<file path="src/rtl/rtc_pkg.sv">
package rtc_pkg;
  // Word indices (byte offset / 4) of the register window.
  localparam int unsigned WI_COUNT = 0;
  localparam int unsigned WI_ALARM = 1;
  localparam int unsigned WI_LOAD  = 2;
  localparam int unsigned WI_CTRL  = 3;
  localparam int unsigned WI_MASK  = 4;
  localparam int unsigned WI_RAW   = 5;
  localparam int unsigned WI_MSKD  = 6;
  localparam int unsigned WI_ACK   = 7;
  localparam int unsigned ID_WORDS = 8;

  function automatic logic [7:0] ident_byte(input logic [2:0] idx);
    logic [7:0] b;
    case (idx)
      3'd0:    b = 8'h31;
      3'd1:    b = 8'h10;
      3'd2:    b = 8'h14;
      3'd3:    b = 8'h00;
      3'd4:    b = 8'h0D;
      3'd5:    b = 8'hF0;
      3'd6:    b = 8'h05;
      default: b = 8'hB1;
    endcase
    return b;
  endfunction
endpackage

</file>
<file path="src/rtl/rtc_prescaler.sv">
module rtc_prescaler #(
  parameter int unsigned CLK_HZ = 100_000_000
) (
  input  logic clk,
  input  logic rst_n,
  output logic tick_o
);
  generate
    if (CLK_HZ <= 1) begin : g_pass
      assign tick_o = 1'b1;
    end else begin : g_div
      localparam int unsigned PW = $clog2(CLK_HZ);
      localparam logic [PW-1:0] LAST = PW'(CLK_HZ - 1);
      logic [PW-1:0] phase_q, phase_d;

      always_comb begin
        tick_o  = (phase_q == LAST);
        phase_d = tick_o ? '0 : phase_q + PW'(1);
      end

      always_ff @(posedge clk or negedge rst_n) begin
        if (!rst_n) phase_q <= '0;
        else        phase_q <= phase_d;
      end
    end
  endgenerate
endmodule

</file>
<file path="src/rtl/rtc_core.sv">
module rtc_core #(
  parameter int unsigned DW = 32
) (
  input  logic          clk,
  input  logic          rst_n,
  input  logic          tick,
  input  logic          ld_we,
  input  logic          al_we,
  input  logic          ack_we,
  input  logic [DW-1:0] wval,
  output logic [DW-1:0] cnt_o,
  output logic [DW-1:0] alarm_o,
  output logic          pend_o
);
  logic [DW-1:0] cnt_q, cnt_d, alarm_q, alarm_d;
  logic          pend_q, pend_d;
  logic          cnt_en, alarm_en, eval, hit;

  always_comb begin
    cnt_en   = tick | ld_we;
    alarm_en = al_we;
    cnt_d    = ld_we ? wval : cnt_q + {{(DW-1){1'b0}}, tick};
    alarm_d  = al_we ? wval : alarm_q;
    eval     = tick | ld_we | al_we;
    hit      = eval && (cnt_d == alarm_d);
    if (hit)         pend_d = 1'b1;
    else if (ack_we) pend_d = 1'b0;
    else             pend_d = pend_q;
  end

  always_ff @(posedge clk or negedge rst_n) begin
    if (!rst_n) begin
      cnt_q   <= '0;
      alarm_q <= '0;
      pend_q  <= 1'b0;
    end else begin
      if (cnt_en)   cnt_q   <= cnt_d;
      if (alarm_en) alarm_q <= alarm_d;
      pend_q <= pend_d;
    end
  end

  assign cnt_o   = cnt_q;
  assign alarm_o = alarm_q;
  assign pend_o  = pend_q;
endmodule

</file>
<file path="src/rtl/rtc_regs.sv">
module rtc_regs #(
  parameter int unsigned DW = 32,
  parameter int unsigned AW = 12
) (
  input  logic          clk,
  input  logic          rst_n,
  input  logic          wr_en,
  input  logic [AW-1:0] addr,
  input  logic [DW-1:0] wdata,
  input  logic [DW-1:0] cnt,
  input  logic [DW-1:0] alarm,
  input  logic          pend,
  output logic          ld_we,
  output logic          al_we,
  output logic          ack_we,
  output logic          mask_o,
  output logic [DW-1:0] rdata
);
  import rtc_pkg::*;
  localparam int unsigned WW = AW - 2;
  localparam int unsigned ID_BASE = (1 << WW) - ID_WORDS;

  logic [WW-1:0] word;
  logic          aligned, in_id, mask_we, mask_q, mask_d;
  logic [DW-1:0] last_ld_q;

  always_comb begin
    word    = addr[AW-1:2];
    aligned = (addr[1:0] == 2'b00);
    in_id   = aligned && (word >= WW'(ID_BASE));
    ld_we   = wr_en && aligned && (word == WW'(WI_LOAD));
    al_we   = wr_en && aligned && (word == WW'(WI_ALARM));
    mask_we = wr_en && aligned && (word == WW'(WI_MASK));
    ack_we  = wr_en && aligned && (word == WW'(WI_ACK));
    mask_d  = wdata[0];
  end

  always_ff @(posedge clk or negedge rst_n) begin
    if (!rst_n) begin
      mask_q    <= 1'b0;
      last_ld_q <= '0;
    end else begin
      if (mask_we) mask_q    <= mask_d;
      if (ld_we)   last_ld_q <= wdata;
    end
  end

  always_comb begin
    rdata = '0;
    if (in_id) begin
      rdata = {{(DW-8){1'b0}}, ident_byte(word[2:0])};
    end else if (aligned) begin
      case (word)
        WW'(WI_COUNT): rdata = cnt;
        WW'(WI_ALARM): rdata = alarm;
        WW'(WI_LOAD):  rdata = last_ld_q;
        WW'(WI_CTRL):  rdata = {{(DW-1){1'b0}}, 1'b1};
        WW'(WI_MASK):  rdata = {{(DW-1){1'b0}}, mask_q};
        WW'(WI_RAW):   rdata = {{(DW-1){1'b0}}, pend};
        WW'(WI_MSKD):  rdata = {{(DW-1){1'b0}}, pend & mask_q};
        default:       rdata = '0;
      endcase
    end
  end

  assign mask_o = mask_q;
endmodule

</file>
<file path="src/rtl/rtc_alarm_top.sv">
module rtc_alarm_top #(
  parameter int unsigned CLK_HZ = 100_000_000,
  parameter int unsigned DW     = 32,
  parameter int unsigned AW     = 12
) (
  input  logic          clk,
  input  logic          rst_n,
  input  logic          wr_en,
  input  logic [AW-1:0] addr,
  input  logic [DW-1:0] wdata,
  output logic [DW-1:0] rdata,
  output logic          irq
);
  logic          tick, ld_we, al_we, ack_we, mask, pend;
  logic [DW-1:0] cnt, alarm;

  rtc_prescaler #(.CLK_HZ(CLK_HZ)) u_pre (
    .clk(clk), .rst_n(rst_n), .tick_o(tick)
  );

  rtc_core #(.DW(DW)) u_core (
    .clk(clk), .rst_n(rst_n), .tick(tick),
    .ld_we(ld_we), .al_we(al_we), .ack_we(ack_we), .wval(wdata),
    .cnt_o(cnt), .alarm_o(alarm), .pend_o(pend)
  );

  rtc_regs #(.DW(DW), .AW(AW)) u_regs (
    .clk(clk), .rst_n(rst_n), .wr_en(wr_en), .addr(addr), .wdata(wdata),
    .cnt(cnt), .alarm(alarm), .pend(pend),
    .ld_we(ld_we), .al_we(al_we), .ack_we(ack_we),
    .mask_o(mask), .rdata(rdata)
  );

  assign irq = pend & mask;
endmodule

</file>
<file path="config.mk">
export PLATFORM = sky130hd
export DESIGN_NAME = rtc_alarm_top
export DESIGN_NICKNAME = d
export VERILOG_FILES = /design/src/rtl/rtc_pkg.sv /design/src/rtl/rtc_prescaler.sv /design/src/rtl/rtc_core.sv /design/src/rtl/rtc_regs.sv /design/src/rtl/rtc_alarm_top.sv
export SDC_FILE = /design/constraint.sdc
export NUM_CORES = 1
export LEC_CHECK = 0
export BUFFER_PORTS_ARGS = -buffer_cell sky130_fd_sc_hd__buf_2
export CORE_MARGIN = 10
export CORE_UTILIZATION = 50
export DETAILED_ROUTE_END_ITERATION = 10
export HOLD_SLACK_MARGIN = 0.08
export PLACE_DENSITY = 0.8
export SETUP_SLACK_MARGIN = 0.2
export SLEW_MARGIN = 30
export SYNTH_ARGS = -nofsm -noshare
export SYNTH_HDL_FRONTEND = slang
export SYNTH_HIERARCHICAL = 1
export SYNTH_SLANG_ARGS = --single-unit
</file>
<file path="constraint.sdc">
create_clock -name clk -period 7.7 [get_ports clk]
set_input_delay 0.77 -clock clk [delete_from_list [all_inputs] [get_ports clk]]
set_output_delay 0.77 -clock clk [all_outputs]
set_load 0.01 [all_outputs]
</file>
=== Word-level counts from Yosys, hierarchy flattened ===
Cells that the tools add are included.
W data, S select, Z words.

* Bits in registers: 125
* Output and inout bits: 33

* Add/subtract/negate cells: 2
* Order comparisons: 1
* Equal/unequal tests: 15
* Muxes and demuxes: 9
* Bitwise operators: 3
* Reductions and logical operators: 11

{| class="wikitable"
|+ Operator list
! cell !! number
|-
| $pmux W32 S7 || 1
|-
| $mux W32 || 4
|-
| $pmux W8 S7 || 1
|-
| $eq A10 B3 Y1 const B || 4
|-
| $add A32 B1 Y32 || 1
|-
| $eq A32 B32 Y1 || 1
|-
| $add A27 B1 Y27 const B || 1
|-
| $eq A27 B27 Y1 const B || 1
|-
| $mux W27 || 1
|-
| $eq A10 B2 Y1 const B || 2
|-
| $eq A10 B1 Y1 const B || 1
|-
| $ge A10 B10 Y1 const B || 1
|-
| $logic_not A10 Y1 || 1
|-
| $eq A3 B3 Y1 const B || 3
|-
| $logic_and A1 B1 Y1 || 7
|-
| $eq A3 B2 Y1 const B || 2
|-
| $eq A3 B1 Y1 const B || 1
|-
| $logic_not A3 Y1 || 1
|-
| $logic_not A2 Y1 || 1
|-
| $mux W1 || 2
|-
| $or A1 B1 Y1 || 2
|-
| $reduce_bool A2 Y1 || 1
|-
| $and A1 B1 Y1 || 1
|}

=== Depth between registers and ports, before layout ===
Gate-level depths: netlist of the first run.

* Depth in word-level cells: 7
* Depth in mapped cells: 16

=== By module ===
Netlist of the first run, hierarchy kept.

{| class="wikitable"
|+ Modules (own cells, without submodules)
! module !! times used !! cells each !! area an instance (µm²)
|-
| rtc_core || 1 || 468 || 4443.0
|-
| rtc_regs || 1 || 219 || 2187.1
|-
| rtc_prescaler || 1 || 134 || 1332.5
|-
| rtc_alarm_top || 1 || 1 || 6.3
|}

=== Worst setup path after synthesis of the first run ===
Ideal clock, no wire load.

* Kind: reg-to-reg
* Start: register u_pre.g_div.phase_q[0]
* End: register u_core.pend_q (netlist: u_core/pend_o)
* Library setup time: 0.103 ns
* Data arrival time: 3.905 ns
* Data required time: 7.597 ns
* Slack: 3.691 ns
* Stages on the path, launching flop included: 17
* Path buffers: 2
* Period minus slack after synthesis: 4.009 ns
* Cells stage by stage: dfrtp_1 > ha_1 > and2_1 > nand3_1 > nor3_1 > buf_2 > ha_1 > ha_1 > nand3_2 > nor4_4 > buf_6 > a41oi_1 > a221o_1 > xnor2_1 > and4_1 > nand4_1 > o41ai_2

* Cells in the longest elaborated chain, start to end: 6

{| class="wikitable"
|+ Ends and longest elaborated chain
! what !! line !! RTL
|-
| from (decl) || rtc_prescaler.sv:14 || <nowiki>logic [PW-1:0] phase_q, phase_d;</nowiki>
|-
| from (signal assigned) || rtc_prescaler.sv:23 || <nowiki>else phase_q <= phase_d;</nowiki>
|-
| $eq A27 B27 Y1 * || rtc_prescaler.sv:17 || <nowiki>tick_o = (phase_q == LAST);</nowiki>
|-
| via tick || rtc_alarm_top.sv:14 || <nowiki>logic tick, ld_we, al_we, ack_we, mask, pend;</nowiki>
|-
| $add A32 B1 Y32 || rtc_core.sv:22 || <nowiki>cnt_d = ld_we ? wval : cnt_q + {{(DW-1){1'b0}}, tick};</nowiki>
|-
| $mux W32 || rtc_core.sv:22 ||
|-
| $eq A32 B32 Y1 || rtc_core.sv:25 || <nowiki>hit = eval && (cnt_d == alarm_d);</nowiki>
|-
| $logic_and A1 B1 Y1 * || rtc_core.sv:25 ||
|-
| $mux W1 / $reduce_bool A2 Y1 (equally long branches) || -- ||
|-
| to (signal assigned) || rtc_core.sv:39 || <nowiki>pend_q <= pend_d;</nowiki>
|-
| to (decl) || rtc_core.sv:16 || <nowiki>logic pend_q, pend_d;</nowiki>
|}

Mark *: on every way through the listed nets, which the timed path passes. The rest lies on a longest branch.
A chain may end at the register's enable or synchronous reset.

=== Worst setup path in the final report of the first run ===
Same ends and word-level chain as after synthesis.

==> results of run 1 <==
==> cells in the mapped netlist, drive strengths merged, types with 6 or more instances <==
master  instances
a222oi         13
and4            7
nor3           22
or3             6
inv            22
mux2i          21
xnor2          57
o21ai          25
nand3          28
xor2           46
clkbuf         21
mux2           65
nor2           58
or4             7
a21oi          49
a22oi          13
o31ai           9
dfrtp         125
nand2          72
and2            8
buf            32
a21boi          6
nand2b          9
nor4           14
nand4          30
==> state kept, by name (all words and copies together) (netlist names) <==
signal and cells:
u_core/alarm_o 32, u_core/cnt_o 32, u_regs/mask_o 1, u_pre/g_div.phase_q 27, u_core/pend_o 1, u_regs/last_ld_q 32
==> area by class of cell <==
class	count	share of cell area (%)
multi-input cells	622	49.9
flip-flops and latches	125	34.6
repair buffers	90	5.35
clock buffers	24	5.32
well taps	216	2.99
clock inverters	7	0.968
inverters	22	0.912
diodes	1	0.0276
==> logic make-up (layout without fill, tap and decap cells) <==
family | after synthesis | after routing | synth area share (%)
adders and majority gates | 3 | 3 | 0.471
AOI/OAI and AO/OA | 149 | 149 | 13.0
xor gates and xnor gates | 104 | 104 | 11.6
muxes | 86 | 86 | 11.8
buffers and inverters | 75 | 143 | 4.48
other | 0 | 1 | 0
DFF | 125 | 125 | 39.3
and+or+nand+nor | 280 | 280 | 19.4
==> power breakdown <==
group	total, W	internal [W]	switching [W]
Sequential	0.000663	0.000660	0.00000329
Combinational	0.0000660	0.0000216	0.0000444
Clock	0.000777	0.000497	0.000280
==> layer usage <==
layer | vias to the layer above | track usage, % | routed length (µm)
met5 | - | 0 | 0
met4 | 0 | 8.41 | 482
met3 | 42 | 5.84 | 1770
met2 | 291 | 29.9 | 9910
met1 | 3255 | 25.2 | 9060
li1 | 3092 | - | -
==> worst max-delay path: cells and delay by family, from the launching register on <==
kind	cells	cell delay (ns)
xor gates and xnor gates	1	0.35
and+or+nand+nor	8	2.31
AOI/OAI and AO/OA	2	0.40
adders and majority gates	3	0.77
DFF	1	0.37
==> per-stage QoR <==
step           area [µm²]  worst slack (ns)  power [W]
6_report             9050              3.41    0.00151
5_1_grt              9050              3.13    0.00155
4_1_cts              9040              3.45    0.00152
3_5_place_dp         8470              3.45   0.000740
3_3_place_gp         8470              3.60   0.000739
2_1_floorplan        7970              3.69   0.000700
==> how the worst min path moves through the flow <==
stage                                      start                      to  slack [ns]  depth (start not counted)
after CTS                 u_pre/g_div.phase_q[0]  u_pre/g_div.phase_q[0]        0.46                          1
after detailed placement  u_pre/g_div.phase_q[0]  u_pre/g_div.phase_q[0]        0.45                          1
after global placement    u_pre/g_div.phase_q[0]  u_pre/g_div.phase_q[0]        0.44                          1
after floorplan           u_pre/g_div.phase_q[0]  u_pre/g_div.phase_q[0]        0.43                          1
final                                      rst_n    u_regs/last_ld_q[22]        0.36                          1
after global routing                       rst_n      u_core/alarm_o[21]        0.42                          1
==> results.cfg, run 1 <==
[run_status]
status = complete, no violations

[yosys]
yosys.cell_types.count = 72
synth_seq_cells = 125
syn_nets = 872
ys_async_sr_fraction_pct = 100
synth_edf_count = 0
synth_top_flop_cell = dfrtp_1
seq_area_frac_synth_pct = 39.3
synthTopCellsByArea = dfrtp_1 39%, mux2_2 8.9%, xnor2_1 6.3%, xor2_1 5.1%, nand2_1 3.4%
yosysWarnings = 6
syn_inst = 822
synth_area_per_cell_um2 = 9.69
synth_area_leader_cell = dfrtp_1
synth_area_um2 = 7970
yosys.area.top_type_share_pct = 39.3

[worst_setup_path]
crit_end = u_core/pend_o
endpoint_kind = flip-flop
crit_chain = ha_1, and2_1, nand3_1, nor3_2, ha_1, ha_1, nand3_2, nor4_4, xnor3_1, a21oi_1, nor4_1, and4b_1, nand4_1, o41ai_2
r2r-start = u_pre/g_div.phase_q[0]
cp_max_fo = 12
critPathSlowestCell = nor4_4
reg2reg_depth = 14
start_kind = flip-flop
startpoint = u_pre/g_div.phase_q[0]
arrival_ns = 4.62
r2r_slack_ns = 3.41
reg2reg_to = u_core/pend_o
crit_top_cell = ha_1
crit_required_ns = 8.03
crit_type = reg -> reg
slowest_delay_ns = 0.75

[detailed_routing]
vias_per_cell = 6.03
drt_iter0_drc = 682
drc = 0
wl_mm = 21.2
wire_per_inst_um = 19.2
ant_nets = 0
vias = 6680
firstDrtPassIters = 6

[place]
place.gp.congestion = 0.915
io_buffers = 79
numPlacedInstances = 1075
hpwl_mm = 14.9

[cells_and_area]
final_util_pct = 57.4
fin_cells = 1107
layout_common_cells = 125 x dfrtp_1, 78 x buf_2, 72 x nand2_1, 63 x mux2_2, 58 x nor2_1
drive_gt1_share_pct = 24.5
fillCellCount = 1384
layout.nets = 928
area_growth_syn_to_layout_pct = 13.6
final_common_cell = dfrtp_1
multi_input_area_um2 = 4520
register_area_um2 = 3130

[die]
die_w_um = 146
start_util_pct = 50.5
num_rows = 46
die-area_um2 = 21400
core_area_um2 = 15800
io_pins = 80
die_y_um = 146

[grt]
grt_pass1_wl_mm = 34.6
grt_max_degree = 73
grtUsageTotal_pct = 19.6
grt_pass1_vias = 6661
antenna_found_initial = 1
overflow = 0

[clocking]
clock_path_buffers = 2
cts-resized-gates = 0
cts_max_level = 4
cts_buffers = 17
cts.clk_slew.worst_paths_ns = 0.05
cts.sinks = 125
cts_hold_buf = 0
post_cts_buffers = 0
clk_latency_ns = 0.43
root_buffer = clkbuf_16
cts_tree = done

[timing]
hold_viol_final = 0
slew_viol_final = 0
grt_setup_unrepaired = false
setup-violations-final = 0
tightest_slew_ns = 0.746
hold_slack_ns = 0.363
fin_skew_ns = 0.00647
max_clock_freq_mhz = 233
setup_tns_ns = 0
slew_headroom_pct = 49.9
min_period_ns = 4.29
timing.final.crit_share_pct = 55.7

[power_and_ir_drop]
vdd_ir_drop_max_mv = 0.157
cellPowerDensity_nw_per_um2 = 166
leakage_nw = 3.83

[job]
max_cap_viol_count = 0

[hold_path]
hold_path.class = in -> async
No activity file was read; power rests on OpenSTA's default activity.
==> inputs of run 2 (changes only) <==
PLACE_DENSITY = 0.83   (was 0.8)
clock period = 3.9 ns   (was 7.7 ns; I/O delays follow)
==> results.cfg, run 2 (synthesis results as in run 1) <==
[run_status]
status = complete, no violations

[timing]
grt_setup_unrepaired = false
setup_tns_ns = 0
max_clock_freq_mhz = 279
tightest_slew_ns = 0.740
fin_skew_ns = 0.00867
slew_viol_final = 0
hold_viol_final = 0
slew_headroom_pct = 50.7
timing.final.crit_share_pct = 92.0
min_period_ns = 3.59
setup-violations-final = 0
hold_slack_ns = 0.236

[grt]
overflow = 0
grtUsageTotal_pct = 20.2
grt_pass1_vias = 6773
antenna_found_initial = 2
grt_pass1_wl_mm = 35.9
grt_max_degree = 72

[die]
die_w_um = 146
die-area_um2 = 21400
io_pins = 80
start_util_pct = 50.5
die_y_um = 146
core_area_um2 = 15800
num_rows = 46

[hold_path]
hold_depth = 2
min_to = u_regs/last_ld_q[22]
hold_path.class = in -> reg
worstHoldStart = wdata[22]

[detailed_routing]
vias_per_cell = 6.16
drc = 0
wire_per_inst_um = 19.8
drt_iter0_drc = 891
wl_mm = 22.3
firstDrtPassIters = 6
ant_nets = 0
vias = 6929

[worst_setup_path]
cp_max_fo = 6
reg2reg_depth = 13
crit_required_ns = 4.22
r2r_slack_ns = 0.31
endpoint_kind = flip-flop
arrival_ns = 3.91
start_kind = flip-flop
r2r-start = u_pre/g_div.phase_q[19]
crit_type = reg -> reg
reg2reg_to = u_core/pend_o

[cells_and_area]
layout.nets = 943
fillCellCount = 1305
drive_gt1_share_pct = 26.7
layout_common_cells = 125 x dfrtp_1, 78 x buf_2, 72 x nand2_1, 63 x mux2_2, 58 x nor2_1
register_area_um2 = 3130
multi_input_area_um2 = 4600
area_growth_syn_to_layout_pct = 16.4
final_common_cell = dfrtp_1

[place]
io_buffers = 79
hpwl_mm = 15.7
place.gp.congestion = 0.932

[clocking]
clk_latency_ns = 0.42
cts.sinks = 125
cts.clk_slew.worst_paths_ns = 0.06
cts_buffers = 17
cts_max_level = 4
clock_path_buffers = 2
root_buffer = clkbuf_16
cts_tree = done

[job]
max_cap_viol_count = 0

[power_and_ir_drop]
vdd_ir_drop_max_mv = 0.298
leakage_nw = 3.92
finalPower_w = 0.00299
cellPowerDensity_nw_per_um2 = 322
[run 2: cell count changes in the layout (fill, tap and decap cells not counted), moves of 3 or more]
cell        delta
clkbuf_1       -3
buf_4         +13
nor4_1         -4
clkinvlp_4     +3
[run 2: worst max-delay path by stage]
stage                     slack (ns)               startpoint             to
final                           0.31  u_pre/g_div.phase_q[19]  u_core/pend_o
after detailed placement        0.27  u_pre/g_div.phase_q[19]  u_core/pend_o
after floorplan                 0.29   u_pre/g_div.phase_q[8]  u_core/pend_o
after global placement          0.22                  addr[6]  u_core/pend_o
after global routing            0.20   u_pre/g_div.phase_q[0]  u_core/pend_o
after CTS                       0.23  u_pre/g_div.phase_q[19]  u_core/pend_o
[run 2: per-layer routing]
metal / up-vias / global-route usage [%] / routed length (µm)
met1: 3412 / 26.5 / 9420
met3: 41 / 5.16 / 1940
met2: 360 / 31.3 / 10400
met5: - / 0 / 0
li1: 3116 / - / -
met4: 0 / 7.71 / 512
[run 2: final cells by class]
| type | instances | share of cell area, % |
|---|---|---|
| clock buffer | 20 | 4.92 |
| antenna | 2 | 0.0540 |
| tap | 216 | 2.91 |
| clock inverter | 12 | 1.29 |
| multi-input combinational | 622 | 49.6 |
| timing repair buffer | 105 | 6.60 |
| sequential | 125 | 33.7 |
| inverter | 22 | 0.890 |
[run 2: worst max-delay path, cell delays in order, from the launching register on]
cell	delay (ns)
dfrtp_1	0.41
nor4b_1	0.32
nand4_1	0.22
nor3_4	0.24
ha_1	0.24
ha_4	0.19
nand3_4	0.13
nor4_2	0.47
and4_1	0.33
xnor2_1	0.16
nor3_1	0.08
and4b_1	0.25
nand4_1	0.11
o41ai_2	0.34
[run 2: where the power goes]
| part | switching (W) | total (W) | internal [W] |
|---|---|---|---|
| Combinational | 0.0000889 | 0.000133 | 0.0000446 |
| Clock | 0.000583 | 0.00155 | 0.000965 |
| Sequential | 0.00000662 | 0.00131 | 0.00130 |
[run 2: per-stage QoR]
| step | cells | util, % | area, µm² | worst slack (ns) |
|---|---|---|---|---|
| CTS | 1120 | 58.1 | 9160 | 0.230 |
| detailed placement | 1087 | 54.4 | 8580 | 0.265 |
| floorplan | 822 | - | 7990 | 0.292 |
| global route | 1124 | 58.8 | 9280 | 0.202 |
| finish | 1124 | 58.8 | 9280 | 0.314 |
| global placement | 1087 | 54.4 | 8580 | 0.221 |
[run 2: timing repair]
action,4_1_cts,5_1_grt
endpoints found under the hold margin,54,0
gates resized for setup,0,14
setup buffers,0,2
hold buffers,1,0
setup endpoints to repair,0,1
